[config.mk]
export PLATFORM = sky130hd
export DESIGN_NAME = mulshl_unit
export DESIGN_NICKNAME = d
export VERILOG_FILES = /design/src/rtl/mulshl_pkg.sv /design/src/rtl/mulshl_prep.sv /design/src/rtl/mulshl_core.sv /design/src/rtl/mulshl_finish.sv /design/src/rtl/mulshl_unit.sv
export SDC_FILE = /design/constraint.sdc
export NUM_CORES = 1
export LEC_CHECK = 0
export BUFFER_PORTS_ARGS = -buffer_cell sky130_fd_sc_hd__buf_2
export CELL_PAD_IN_SITES_DETAIL_PLACEMENT = 0
export CELL_PAD_IN_SITES_GLOBAL_PLACEMENT = 2
export CORE_MARGIN = 5
export CORE_UTILIZATION = 25
export DETAILED_ROUTE_END_ITERATION = 8
export PLACE_DENSITY = 0.69
export SLEW_MARGIN = 30
export SYNTH_ARGS = -nofsm -noshare
export SYNTH_HDL_FRONTEND = slang
export SYNTH_SLANG_ARGS = --single-unit
[constraint.sdc]
create_clock -name clk -period 3.94 [get_ports clk]
set_clock_uncertainty 0.15 [all_clocks]
set_input_delay 0.591 -clock clk [delete_from_list [all_inputs] [get_ports clk]]
set_output_delay 0.591 -clock clk [all_outputs]
set_load 0.005 [all_outputs]
[src/rtl/mulshl_pkg.sv]
package mulshl_pkg;

    typedef enum logic [1:0] {
        PH_IDLE = 2'd0,
        PH_RUN  = 2'd1,
        PH_FIN  = 2'd2
    } phase_e;

endpackage

[src/rtl/mulshl_prep.sv]
module mulshl_prep #(
    parameter int W = 32
) (
    input  logic [W-1:0] a_i,
    input  logic [W-1:0] b_i,
    input  logic         a_signed_i,
    input  logic         b_signed_i,
    input  logic         shift_i,
    output logic [W-1:0] mag_a_o,
    output logic [W-1:0] mag_b_o,
    output logic         neg_o
);
    localparam int SH_W = $clog2(W);

    logic a_neg;
    logic b_neg;
    logic [SH_W-1:0] amt;

    always_comb begin
        amt   = b_i[SH_W-1:0];
        a_neg = a_signed_i & a_i[W-1] & ~shift_i;
        b_neg = b_signed_i & b_i[W-1] & ~shift_i;
        mag_a_o = a_neg ? (~a_i + W'(1)) : a_i;
        if (shift_i) begin
            mag_b_o = W'(1) << amt;
        end else begin
            mag_b_o = b_neg ? (~b_i + W'(1)) : b_i;
        end
        neg_o = a_neg ^ b_neg;
    end
endmodule

[src/rtl/mulshl_core.sv]
module mulshl_core
    import mulshl_pkg::*;
#(
    parameter int W = 32
) (
    input  logic           clk,
    input  logic           rst_n,
    input  logic           load_i,
    input  logic [W-1:0]   mcand_i,
    input  logic [W-1:0]   mplr_i,
    input  logic           neg_i,
    input  logic           hi_i,
    output logic           busy_o,
    output logic           fin_o,
    output logic [2*W-1:0] prod_o,
    output logic           neg_o,
    output logic           hi_o
);
    localparam int PW = 2 * W;
    localparam int CW = $clog2(W + 1);

    typedef struct packed {
        phase_e        ph;
        logic [PW-1:0] acc;
        logic [PW-1:0] mcand;
        logic [W-1:0]  mplr;
        logic [CW-1:0] cnt;
        logic          neg;
        logic          hi;
    } core_st_t;

    core_st_t st_d, st_q;

    always_comb begin
        st_d = st_q;
        case (st_q.ph)
            PH_RUN: begin
                if (st_q.mplr[0]) begin
                    st_d.acc = st_q.acc + st_q.mcand;
                end
                st_d.mcand = st_q.mcand << 1;
                st_d.mplr  = st_q.mplr >> 1;
                st_d.cnt   = st_q.cnt - CW'(1);
                if (st_q.cnt == CW'(1)) begin
                    st_d.ph = PH_FIN;
                end
            end
            default: begin
                if (st_q.ph == PH_FIN) begin
                    st_d.ph = PH_IDLE;
                end
                if (load_i) begin
                    st_d.ph    = PH_RUN;
                    st_d.acc   = '0;
                    st_d.mcand = {{W{1'b0}}, mcand_i};
                    st_d.mplr  = mplr_i;
                    st_d.cnt   = CW'(W);
                    st_d.neg   = neg_i;
                    st_d.hi    = hi_i;
                end
            end
        endcase
    end

    always_ff @(posedge clk) begin
        if (!rst_n) begin
            st_q <= '{ph: PH_IDLE, acc: '0, mcand: '0, mplr: '0, cnt: '0, neg: 1'b0, hi: 1'b0};
        end else begin
            st_q <= st_d;
        end
    end

    assign busy_o = (st_q.ph == PH_RUN);
    assign fin_o  = (st_q.ph == PH_FIN);
    assign prod_o = st_q.acc;
    assign neg_o  = st_q.neg;
    assign hi_o   = st_q.hi;


    last_step_chk: assert property (@(posedge clk) disable iff (!rst_n)
        (st_q.ph == PH_RUN && st_q.cnt == CW'(1)) |=> (st_q.ph == PH_FIN));


    run_count_live_chk: assert property (@(posedge clk) disable iff (!rst_n)
        (st_q.ph == PH_RUN) |-> (st_q.cnt != '0));


    no_reload_chk: assert property (@(posedge clk) disable iff (!rst_n)
        (st_q.ph == PH_RUN && st_q.cnt != CW'(1)) |=> (st_q.ph == PH_RUN && st_q.cnt == $past(st_q.cnt) - CW'(1)));
endmodule

[src/rtl/mulshl_finish.sv]
module mulshl_finish #(
    parameter int W = 32
) (
    input  logic [2*W-1:0] prod_i,
    input  logic           neg_i,
    input  logic           hi_i,
    output logic [W-1:0]   res_o
);
    localparam int PW = 2 * W;

    logic [PW-1:0] fixed;

    always_comb begin
        fixed = neg_i ? (~prod_i + PW'(1)) : prod_i;
        res_o = hi_i ? fixed[PW-1:W] : fixed[W-1:0];
    end
endmodule

[src/rtl/mulshl_unit.sv]
module mulshl_unit #(
    parameter int W = 32
) (
    input  logic         clk,
    input  logic         rst_n,
    input  logic         start,
    input  logic [W-1:0] opa,
    input  logic [W-1:0] opb,
    input  logic         opa_signed,
    input  logic         opb_signed,
    input  logic         take_high,
    input  logic         shift_mode,
    output logic         busy,
    output logic         done,
    output logic [W-1:0] result
);
    localparam int PW = 2 * W;

    typedef struct packed {
        logic         done;
        logic [W-1:0] res;
    } out_st_t;

    out_st_t o_d, o_q;

    logic [W-1:0]  mag_a, mag_b;
    logic          neg_in;
    logic          load;
    logic          core_busy, core_fin, core_neg, core_hi;
    logic [PW-1:0] core_prod;
    logic [W-1:0]  fin_res;

    assign load = start & ~core_busy;

    mulshl_prep #(.W(W)) u_prep (
        .a_i        (opa),
        .b_i        (opb),
        .a_signed_i (opa_signed),
        .b_signed_i (opb_signed),
        .shift_i    (shift_mode),
        .mag_a_o    (mag_a),
        .mag_b_o    (mag_b),
        .neg_o      (neg_in)
    );

    mulshl_core #(.W(W)) u_core (
        .clk     (clk),
        .rst_n   (rst_n),
        .load_i  (load),
        .mcand_i (mag_a),
        .mplr_i  (mag_b),
        .neg_i   (neg_in),
        .hi_i    (take_high & ~shift_mode),
        .busy_o  (core_busy),
        .fin_o   (core_fin),
        .prod_o  (core_prod),
        .neg_o   (core_neg),
        .hi_o    (core_hi)
    );

    mulshl_finish #(.W(W)) u_finish (
        .prod_i (core_prod),
        .neg_i  (core_neg),
        .hi_i   (core_hi),
        .res_o  (fin_res)
    );

    always_comb begin
        o_d      = o_q;
        o_d.done = core_fin;
        if (core_fin) begin
            o_d.res = fin_res;
        end
    end

    always_ff @(posedge clk) begin
        if (!rst_n) begin
            o_q <= '{done: 1'b0, res: '0};
        end else begin
            o_q <= o_d;
        end
    end

    assign busy   = core_busy;
    assign done   = o_q.done;
    assign result = o_q.res;


    done_pulse_chk: assert property (@(posedge clk) disable iff (!rst_n)
        done |=> !done);


    accept_busy_chk: assert property (@(posedge clk) disable iff (!rst_n)
        (start && !busy) |=> busy);


    done_after_run_chk: assert property (@(posedge clk) disable iff (!rst_n)
        $rose(done) |-> ($past(busy, 2) && !$past(busy)));


    result_hold_chk: assert property (@(posedge clk) disable iff (!rst_n)
        !done |-> $stable(result));


    shift_onehot_chk: assert property (@(posedge clk) disable iff (!rst_n)
        (load && shift_mode) |-> ($countones(mag_b) == 1 && !neg_in));
endmodule

=== Word-level counts from Yosys, hierarchy flattened ===
Cells that the tools add are included.

* Register bits after elaboration: 203
* Input bits: 71
* Output and inout port bits: 34

* Add/sub/neg operators: 5
* Eq/ne operators: 5
* Shift operators: 1
* Muxes and demuxes: 10
* Bitwise gates (word level): 13
* Reduce and logical (&&, ||, !) cells: 6

{| class="wikitable"
|+ Operators by type and width
! kind !! number
|-
| 170-bit 2-to-1 mux || 1
|-
| 168-bit 2-to-1 mux || 1
|-
| 32-bit 2-to-1 mux || 4
|-
| 64-bit 2-to-1 mux || 2
|-
| 32-bit by 1-bit adder with 32-bit output (second input constant) || 2
|-
| 64-bit by 1-bit adder with 64-bit output (second input constant) || 1
|-
| 64-bit adder || 1
|-
| 32-bit NOT || 2
|-
| 64-bit NOT || 1
|-
| 1-bit by 5-bit left shift with 32-bit output (first input constant) || 1
|-
| 1-bit AND || 6
|-
| 6-bit by 1-bit equality test with 1-bit output (second input constant) || 1
|-
| 2-bit AND reduction || 3
|-
| 6-bit by 1-bit subtractor with 6-bit output (second input constant) || 1
|-
| 2-bit 2-to-1 mux || 2
|-
| 2-bit by 1-bit != test with 1-bit output (second input constant) || 2
|-
| 1-bit NOT || 3
|-
| 3-bit nonzero test || 1
|-
| 2-bit by 1-bit equality test with 1-bit output (second input constant) || 1
|-
| 2-bit equality test (second input constant) || 1
|-
| 2-bit nonzero test || 1
|-
| 2-bit OR reduction || 1
|-
| 1-bit XOR || 1
|}

=== Longest topological paths before layout ===
Gate-level depths: netlist (run 1).

* Word-level depth: 6
* Depth in mapped cells: 13
* Depth with buffers taken out: 13

=== Modules after synthesis ===
From an unflattened synthesis (run 1), not the netlist that was laid out.

* Cell total of the unflattened synthesis: 1993
* Area total of the unflattened synthesis: 16059.2 sq um

{| class="wikitable"
|+ Modules (own cells, without submodules)
! module !! instances !! cells each !! area an instance (sq um)
|-
| mulshl_core || 1 || 1275 || 10757.8
|-
| mulshl_finish || 1 || 305 || 2063.2
|-
| mulshl_prep || 1 || 306 || 1955.6
|-
| mulshl_unit || 1 || 107 || 1282.5
|}

=== Least setup slack after synthesis (run 1) ===
Ideal clock, no wire load.

* Path kind: flip-flop to flip-flop
* Start point: register u_core.st_q, in the netlist u_core.prod_o[0]
* End point: register u_core.st_q, in the netlist u_core.prod_o[58]
* Library setup time: 0.128 ns
* Arrival: 3.450 ns
* Required time: 3.662 ns
* Slack: 0.212 ns
* Cell stages (with the launch flop): 14
* Path buffers: 0
* Clock period less this slack: 3.728 ns
* Path through: dfxtp_1 ha_1 inv_1 fa_1 nand2b_1 a21oi_1 o21ai_0 o31ai_1 a21oi_1 o41ai_1 a21oi_1 o31ai_1 xnor2_1 o21ai_0

* Cells in the longest elaborated chain, start to end: 3

{| class="wikitable"
|+ RTL lines
! element !! RTL line !! text
|-
| start: declaration || mulshl_core.sv:32 || <nowiki>core_st_t st_d, st_q;</nowiki>
|-
| start signal: assignment || mulshl_core.sv:67 || <nowiki>st_q <= '{ph: PH_IDLE, acc: '0, mcand: '0, mplr: '0, cnt: '0, neg: 1'b0, hi: 1'b0};</nowiki>
|-
| start signal: assignment || mulshl_core.sv:69 || <nowiki>st_q <= st_d;</nowiki>
|-
| 64-bit adder || mulshl_core.sv:39 || <nowiki>st_d.acc = st_q.acc + st_q.mcand;</nowiki>
|-
| 64-bit 2-to-1 mux || mulshl_core.sv:38 || <nowiki>if (st_q.mplr[0]) begin</nowiki>
|-
| 168-bit 2-to-1 mux || mulshl_core.sv:36 || <nowiki>case (st_q.ph)</nowiki>
|}

No other way between the ends. The select of a mux whose other input is x is not followed.
A chain may end at the register's enable or synchronous reset.

=== Final worst setup path (run 1) ===
* Start point: register u_core.st_q, in the netlist u_core.prod_o[10]
* End point: register u_core.st_q, in the netlist u_core.prod_o[61]

Same word-level chain as after synthesis.

==> results of run 1 <==
-- power by group through the flow --
stage,combinational [mW],clock [mW],sequential [mW]
2_1_floorplan,0.492,0,2.19
3_3_place_gp,0.699,0,2.22
3_5_place_dp,0.701,0,2.23
4_1_cts,0.704,2.60,2.18
5_1_grt,0.783,2.67,2.19
6_report,0.703,2.51,2.18
-- layout make-up --
cell class	instances	area, um2
Inverter	38	147.6
Clock buffer	37	743.2
Fill cell	6341	40710
Sequential cell	203	4070
Tap cell	765	957.2
Timing Repair Buffer	179	1090
Multi-Input combinational cell	1588	9926
Antenna cell	2	5.005
Clock inverter	13	153.9
-- placed cells by master, fill, tap and decap left out, types with 7 or more instances in the layout --
cell and count:
inv_1 36, nand2b_1 15, a221oi_1 18, or4_1 15
a311oi_1 7, a22oi_1 23, nand3_1 32, o41ai_1 14
dfxtp_1 200, o211ai_1 21, o21ai_0 147, xor2_1 71
ha_1 73, a211oi_1 35, o21a_1 12, o31ai_1 28
nand3b_1 37, clkbuf_1 7, buf_2 103, clkbuf_16 27
buf_4 75, a31oi_1 16, nor4_1 13, xnor2_1 97
nand2_1 196, and3_1 11, or3_1 17, mux2i_1 9
a21o_1 34, o21bai_1 11, a21oi_1 242, nor3b_1 31
o22ai_1 7, nand4_1 23, and2_1 10, nor2_1 191
nor2b_1 25, nor3_1 38
-- worst min-delay path, stage by stage --
cell and delay, ns:
buf_2 0.13, mux2i_1 0.08, nor2_1 0.07
-- layer usage --
| metal | vias up | global-route usage, % |
|---|---|---|
| li1 | 7269 | - |
| met1 | 6892 | 22.81 |
| met2 | 305 | 23.46 |
| met3 | 69 | 2.072 |
| met4 | 0 | 4.413 |
| met5 | - | 0 |
-- kinds of logic (layout without fill, tap and decap cells) --
family,Yosys count,after routing,share of synthesized area [%]
flops,203,203,27.86
fa+ha+maj,74,74,6.399
compound gates,657,657,27.72
mux,10,10,0.6948
buf+inv,167,267,4.314
other cells,0,2,0
simple gates,679,679,22.93
xor+xnor,168,168,10.09
-- how the worst min path moves through the flow --
stage	endpoint	slack, ns	cells after the start
3_5_place_dp	result[6]	0.30	2
2_1_floorplan	u_core.st_q[12]	0.28	2
5_1_grt	u_core.st_q[40]	0.20	3
3_3_place_gp	result[20]	0.29	2
6_report	u_core.st_q[40]	0.20	3
4_1_cts	u_core.st_q[40]	0.17	3
-- flip-flops by register name (all words and copies together) (netlist names) --
| name | cells |
|---|---|
| u_core.neg_o | 1 |
| u_core.st_q | 104 |
| u_core.prod_o | 64 |
| done | 1 |
| u_core.hi_o | 1 |
| result | 32 |
==> results_dict.tcl, run 1 <==
set metrics [dict create \
    status "finished, final reports clean" \
    combPwrFrac_pct 13.0 \
    place_area_mm2 0.01616 \
    finalMaxSlewViolations 0 \
    fin_crit_ns 3.651 \
    crit_path_top_delay_cell "or4_1" \
    p_switching_mw 1.517 \
    clockPowerShare_pct 46.5 \
    grt_first_pass_wirelength_um 80130 \
    wl_met1_um 26020 \
    final_nets 2182 \
    cp.depth 12 \
    crit_start "u_core.prod_o[10]" \
    synth_ff_type "dfxtp_1" \
    whs_ns 0.1977 \
    fmax_mhz 273.9 \
    layoutNonFillerInstCount 2825 \
    root_buffer "clkbuf_16" \
    grt_max_degree 107 \
    finalWeightedCongestion 0.8771 \
    post-route-util_pct 29.57 \
    io_buffers 104 \
    grt_pass1_vias 13847 \
    area_growth_pct 17.17 \
    yosysUniqueCellTypes 65 \
    first_iter_violations 927 \
    antenna_found_initial 2 \
    cts_tree "yes" \
    rsz0062_at_grt "no" \
    yosysTopAreaCell "dfxtp_1" \
    clock_sinks 203 \
    synthDominantCellAreaShare_pct 27.86 \
    ant_nets 0 \
    fp.dieH_um 251.6 \
    syn-num-nets 2103 \
    post-place-ws_ns 0.1705 \
    leakage_nw 6.795 \
    grt-ovfl-total 0 \
    ioPinCount 105 \
    vdd_drop_max_mv 0.2684 \
    hp-start "opa[0]" \
    p_int_mw 3.882 \
    ff2ff_path_depth 12 \
    grt_usage_pct 15.44 \
    r2r_setup_slack_ns 0.29 \
    slowest_delay_ns 0.55 \
    core_mm2 0.05781 \
    fp.dieW_um 251.6 \
    yosysWarnings 0 \
    cts_made_buffers 27 \
    synth.cell_area_mm2 0.01459 \
    cpLargestDelayFamily "simple AND/OR/NAND/NOR gates" \
    drv_cap 0 \
    cts_resized 0 \
    power_density_mw_per_mm2 315.9 \
    switching_share_pct 28.10 \
    row_count 88 \
    drive_above_1_share_pct 12.20 \
    ctsHoldBuffers 0 \
    final_cell_area_mm2 0.01709 \
    netlist_instances 1958 \
    post_cts.repair.setup_buffers 0 \
    reg2reg_to "u_core.prod_o[61]" \
    cp.required_ns 4.22 \
    worst_slack_ns 0.2894 \
    highest_layer "met4" \
    ys_ff_latch 203 \
    totalWireLength_um 51190 \
    ys_seq_area_share_pct 27.86 \
    start_util_pct 25.24 \
    wl_met3_um 1936 \
    criticalPathCategory "flop to flop" \
    r2r-start "u_core.prod_o[10]" \
    crit_end "u_core.prod_o[61]" \
    synth.most_common_cell "a21oi_1" \
    tightest_slew_ns 0.9226 \
    clk_latency_ns 0.56 \
    wl_met2_um 21730 \
    synth_area_leaders "dfxtp_1 (28%), a21oi_1 (8.3%), ha_1 (6.3%)" \
    worstSetupEndpointType "flop" \
    avgSynthCellArea_um2 7.450 \
    routed_via_density 5.145 \
    num_vias 14535 \
    critical_path_arrival_ns 3.93 \
    post-route-drc-count 0 \
    cts-htree-levels 1 \
    crit_buf_inv 1 \
    fp.dieArea_mm2 0.06328 \
    slew_headroom_pct 38.49 \
    hp-class "input port to flop" \
    place_inst 2773 \
    startpoint_type "flop" \
    crit_chain "ha_1 > and4_1 > nand3_1 > a21oi_1 > nor3_1 > or4_1 > a2111oi_2 > buf_4 > o211ai_1 > nand2_1 > mux2_2 > a211o_1" \
    dr.pass1.iters 5 \
    dp_hpwl_um 39670 \
    synth_commonest_cells "a21oi_1 (242), dfxtp_1 (203), nand2_1 (196)" \
    setup-tns-final_ns 0 \
    synth-edff-count 0 \
    cp_max_fo 7 \
    wl_per_cell_um 18.12 \
    total_power_mw 5.399 \
    async_flop_share_pct 0 \
    min_period_over_period_pct 92.65 \
    clkTransAtPathRegs_ns 0.06 \
    finalSetupViolCount 0 \
    clk_path_buf_depth 3 \
    hold_violations 0 \
    power_frac_seq_pct 40.4 \
]
Note: power is estimated with default switching activity, not from simulation.
==> run 2: changes to the inputs <==
--- a/config.mk
+++ b/config.mk
@@ -10,3 +10,2 @@
 export CELL_PAD_IN_SITES_GLOBAL_PLACEMENT = 2
-export CORE_MARGIN = 5
 export CORE_UTILIZATION = 25
==> constraint.sdc (replaced) <==
create_clock -name clk -period 3.94 [get_ports clk]
set_clock_uncertainty 0.15 [all_clocks]
set_input_delay 0 -clock clk [delete_from_list [all_inputs] [get_ports clk]]
set_output_delay 0 -clock clk [all_outputs]
set_load 0.005 [all_outputs]
==> results_dict.tcl, run 2 (synthesis gave the netlist of run 1 again) <==
set metrics [dict create \
    worstSetupEndpointType "flop" \
    hp-start "shift_mode" \
    setup-tns-final_ns 0 \
    hp-class "input port to flop" \
    fp.dieH_um 243.6 \
    wl_per_cell_um 17.64 \
    finalSetupViolCount 0 \
    ioPinCount 105 \
    cp.required_ns 4.19 \
    diodes 0 \
    startpoint_type "flop" \
    tightest_slew_ns 0.9695 \
    ant_nets 0 \
    total_power_mw 5.428 \
    top_register "u_core.st_q" \
    leakage_nw 7.149 \
    critical_path_arrival_ns 3.95 \
    antenna_found_initial 0 \
    rsz0062_at_grt "no" \
    post-route-drc-count 1 \
    cp_max_fo 4 \
    criticalPathCategory "flop to flop" \
    n_fill_cell 6258 \
    grt_pass1_vias 14025 \
    first_iter_violations 962 \
    power_density_mw_per_mm2 301.1 \
    post_cts.repair.setup_buffers 0 \
    cts_tree "yes" \
    grt_usage_pct 16.83 \
    fp.dieW_um 243.6 \
    grt-ovfl-total 0 \
    fmax_mhz 269.8 \
    violations "DRC" \
    vdd_drop_max_mv 0.2537 \
    clk_path_buf_depth 3 \
    dr.pass1.iters 7 \
    row_count 88 \
    finalMaxSlewViolations 0 \
    grt_max_degree 106 \
    drv_cap 0 \
    largest_reg_flops 104 \
    io_buffers 104 \
    slew_headroom_pct 35.36 \
    status "complete, but fails checks" \
    final_nets 2274 \
    hold_violations 0 \
    root_buffer "clkbuf_16" \
    min_period_over_period_pct 94.08 \
    layout_common_cells "a21oi_1 (242), dfxtp_1 (201), nand2_1 (196)" \
    area_growth_pct 23.59 \
    cts_made_buffers 26 \
    totalWireLength_um 51350 \
    cts-htree-levels 1 \
    dp_hpwl_um 39150 \
    clkTransAtPathRegs_ns 0.06 \
    r2r-start "u_core.st_q[40]" \
    final_common_cell "a21oi_1" \
    clk_latency_ns 0.56 \
    num_vias 14913 \
    fin_crit_ns 3.707 \
    routed_via_density 5.123 \
    crit_start "u_core.st_q[40]" \
    start_util_pct 25.28 \
    drive_above_1_share_pct 11.28 \
    fp.dieArea_mm2 0.05932 \
    grt_first_pass_wirelength_um 80530 \
    finalWeightedCongestion 0.8739 \
    clock_sinks 203 \
    core_mm2 0.05770 \
]
run 2: changes by cell type in the layout (fill, tap and decap cells not counted), moves of 2 or more:
cell | previous run | this run
dlygate4sd3_1 | 0 | 103
diode_2 | 2 | 0
buf_4 | 75 | 64
inv_6 | 2 | 0
clkbuf_1 | 7 | 3
clkinv_2 | 6 | 8
run 2: where the power goes:
part	switching, mW	internal (mW)
clock	0.959	1.49
sequential	0.0739	2.11
combinational	0.463	0.330
total	1.50	3.93
run 2: routing by layer:
| layer | track usage (%) | part of all wire, % |
|---|---|---|
| met3 | 1.895 | 4.1 |
| met2 | 26.15 | 43 |
| met1 | 24.40 | 51 |
| met5 | 0 | 0 |
| met4 | 4.449 | 2.3 |
run 2: worst paths after layout:
kind / end / slack, ns / cells after the start
worst min register to register: result[24] / 0.30 / 2
worst max-delay path: u_core.prod_o[58] / 0.23 / 15
worst min-delay path: u_core.st_q[30] / 0.04 / 3
worst max register to register: u_core.prod_o[58] / 0.23 / 15
run 2: cell type report:
class | instances | area [um2] | area share, %
clock buffers | 33 | 728.2 | 4.039
well taps | 765 | 957.2 | 5.309
clock inverters | 12 | 137.6 | 0.7634
repair buffers | 272 | 2058 | 11.42
inverters | 38 | 147.6 | 0.8189
flip-flops and latches | 203 | 4066 | 22.56
multi-input cells | 1588 | 9933 | 55.10
run 2: timing repair:
action	in CTS	in global routing
resized for setup	0	6
endpoints found under the setup margin	0	5
endpoints found under the hold margin	84	0
hold buffers	103	0
run 2: through the flow:
step                util (%)  worst slack, ns  cell area, um2  hold slack, ns  instances
global placement       27.90           0.1467           16100          0.1797       2763
detailed placement     27.91          0.09705           16100          0.1756       2763
CTS                    31.20          0.05710           18000         0.01454       2911
finish                 31.25           0.2331           18030         0.03954       2911
global route           31.25         0.002403           18030          0.1168       2911
floorplan                  -           0.2122           14590       -0.002720       1958
run 2: worst max-delay path, cell delays in order, from the launching register on:
cell	delay (ns)
dfxtp_1	0.40
ha_1	0.19
inv_1	0.05
fa_1	0.38
nand2b_1	0.20
a21oi_1	0.20
o21ai_0	0.19
o31ai_1	0.28
buf_4	0.19
a21oi_1	0.14
o41ai_1	0.38
buf_4	0.20
a21oi_1	0.11
o31ai_2	0.25
xnor2_1	0.14
o21ai_0	0.08
==> run 3: changes to the inputs <==
Settings changed: PLACE_DENSITY 0.69 to 0.65, SKIP_LAST_GASP set to 1, SYNTH_HIERARCHICAL set to 1.
Clock period 3.94 ns to 3.8 ns, I/O delays scaled along.
==> results_dict.tcl, run 3 <==
set metrics [dict create \
    status "finished, final reports clean" \
    post-place-ws_ns 0.07831 \
    yosysTopAreaCell "dfxtp_1" \
    synth_ff_type "dfxtp_1" \
    combPwrFrac_pct 18.1 \
    crit_chain "ha_1 > and3_1 > nand2_1 > o211ai_1 > o2111ai_1 > a21oi_1 > a21o_1 > a41oi_2 > o41ai_2 > buf_4 > mux2i_1 > nand2_1" \
    ioPinCount 105 \
    n_fill_cell 6800 \
    slowest_delay_ns 0.42 \
    cp.required_ns 4.11 \
    synth_area_leaders "dfxtp_1 (25%), mux2i_1 (7.0%), nand2_1 (5.8%)" \
    hp-class "input port to flop" \
    dr.pass1.iters 5 \
    yosysUniqueCellTypes 92 \
    ant_nets 0 \
    p_switching_mw 1.796 \
    row_count 92 \
    cts_made_buffers 27 \
    worst_slack_ns 0.2031 \
    area_growth_pct 18.22 \
    switching_share_pct 28.91 \
    first_iter_violations 927 \
    vdd_drop_max_mv 0.3062 \
    whs_ns 0.01392 \
    cts-htree-levels 1 \
    top_register "u_core/st_q" \
    cts_tree "yes" \
    slew_headroom_pct 36.26 \
    clkTransAtPathRegs_ns 0.06 \
    totalWireLength_um 53420 \
    synthDominantCellAreaShare_pct 25.31 \
    grt-ovfl-total 0 \
    synth_commonest_cells "nand2_1 (249), dfxtp_1 (203), mux2i_1 (113)" \
    finalSetupViolCount 0 \
    fmax_mhz 278.0 \
    synth.most_common_cell "nand2_1" \
    regArea_mm2 0.004066 \
    synth.cell_area_mm2 0.01606 \
    drv_cap 0 \
    io_buffers 104 \
    critical_path_arrival_ns 3.91 \
    criticalPathCategory "flop to flop" \
    p_int_mw 4.417 \
    clk_path_buf_depth 3 \
    grt_max_degree 166 \
    syn-num-nets 2138 \
    grt_usage_pct 15.93 \
    fp.dieArea_mm2 0.06525 \
    dp_hpwl_um 39640 \
    ys_ff_latch 203 \
    final_common_cell "nand2_1" \
    antenna_found_initial 2 \
    path_common_cell "nand2_1" \
    grt_pass1_vias 14635 \
    cp_max_fo 7 \
    fp.dieH_um 255.5 \
    netlist_instances 1993 \
    root_buffer "clkbuf_16" \
    leakage_nw 8.168 \
    multi_input_area_mm2 0.01088 \
    power_frac_seq_pct 37.1 \
    fp.dieW_um 255.5 \
    layout_common_cells "nand2_1 (249), dfxtp_1 (201), mux2i_1 (113)" \
    startpoint_type "flop" \
    fin_crit_ns 3.597 \
    grt_first_pass_wirelength_um 84350 \
    post-route-drc-count 0 \
    wl_per_cell_um 18.07 \
    avgSynthCellArea_um2 8.058 \
    crit_path_top_delay_cell "ha_1" \
    yosysWarnings 6 \
    hold_violations 0 \
    clockPowerShare_pct 44.7 \
    drive_above_1_share_pct 13.09 \
    clk_latency_ns 0.57 \
    num_vias 14905 \
    tightest_slew_ns 0.9562 \
    worstSetupEndpointType "flop" \
    finalWeightedCongestion 0.8716 \
    start_util_pct 25.37 \
    finalMaxSlewViolations 0 \
    power_density_mw_per_mm2 327.3 \
    clock_sinks 203 \
    min_period_over_period_pct 94.66 \
    core_mm2 0.06331 \
    synth-edff-count 0 \
    largest_reg_flops 104 \
    final_nets 2232 \
    ys_seq_area_share_pct 25.31 \
    async_flop_share_pct 0 \
    routed_via_density 5.042 \
]
## run 3: cell families (layout without fill, tap and decap cells)
family | Yosys count | in the layout | share of synthesized area [%]
fa+ha+maj | 74 | 74 | 5.812
mux | 113 | 113 | 7.043
xor+xnor | 160 | 160 | 8.726
compound gates | 550 | 550 | 24.28
flops | 203 | 203 | 25.31
other cells | 0 | 2 | 0
simple gates | 677 | 677 | 21.51
buf+inv | 216 | 331 | 7.324
## run 3: worst max-delay path: cells and delay by family, from the launching register on
family | cells | cell delay, ns
AOI/OAI and AO/OA | 6 | 1.85
muxes | 1 | 0.17
DFF | 1 | 0.37
and+or+nand+nor | 3 | 0.34
buffers and inverters | 1 | 0.17
adders and majority gates | 1 | 0.42
## run 3: timing repair
item / CTS / global route
hold endpoints to repair: 92 / 0
setup buffers: 0 / 1
gates resized for setup: 0 / 5
hold buffers: 86 / 0
endpoints found under the setup margin: 0 / 12
## run 3: power by group through the flow
stage / logic, mW / registers, mW / clock network, mW
floorplan: 0.733 / 2.31 / 0
global placement: 1.03 / 2.35 / 0
finish: 1.13 / 2.31 / 2.78
detailed placement: 1.03 / 2.35 / 0
CTS: 1.13 / 2.31 / 2.90
global route: 1.24 / 2.32 / 2.97
## run 3: layout make-up
type                            instances  area share (%)
Multi-Input combinational cell       1574           57.31
Timing Repair Buffer                  254           10.06
Inverter                               27          0.5338
Antenna cell                            2         0.02636
Sequential cell                       203           21.42
Clock buffer                           32           3.869
Clock inverter                         18           1.213
Tap cell                              846           5.576
## run 3: routing by layer
layer	part of all wire (%)	up-vias	global-route usage (%)
met5	0	-	0
met4	1.9	0	3.393
met3	3.1	60	1.885
met2	46	300	26.89
met1	49	7140	21.60
li1	-	7405	-
## run 3: stage by stage
| step | area, um2 | setup TNS (ns) | util, % | total power, mW | instances |
|---|---|---|---|---|---|
| 5_1_grt | 18980 | -0.007731 | 29.99 | 6.529 | 2956 |
| 3_5_place_dp | 17090 | 0 | 26.99 | 3.386 | 2816 |
| 3_3_place_gp | 17090 | 0 | 26.99 | 3.379 | 2816 |
| 6_report | 18980 | 0 | 29.99 | 6.213 | 2956 |
| 4_1_cts | 18910 | 0 | 29.88 | 6.330 | 2952 |
| 2_1_floorplan | 16060 | 0 | - | 3.044 | 1993 |
## run 3: path summary, 6_finish.rpt
check / startpoint / endpoint / slack, ns / depth (start not counted)
min: opb[25] / u_core/st_q[33] / 0.01 / 6
max: u_core/prod_o[9] / u_core/prod_o[59] / 0.20 / 12
max reg2reg: u_core/prod_o[9] / u_core/prod_o[59] / 0.20 / 12
min reg2reg: u_core/st_q[5] / u_core/st_q[5] / 0.34 / 2
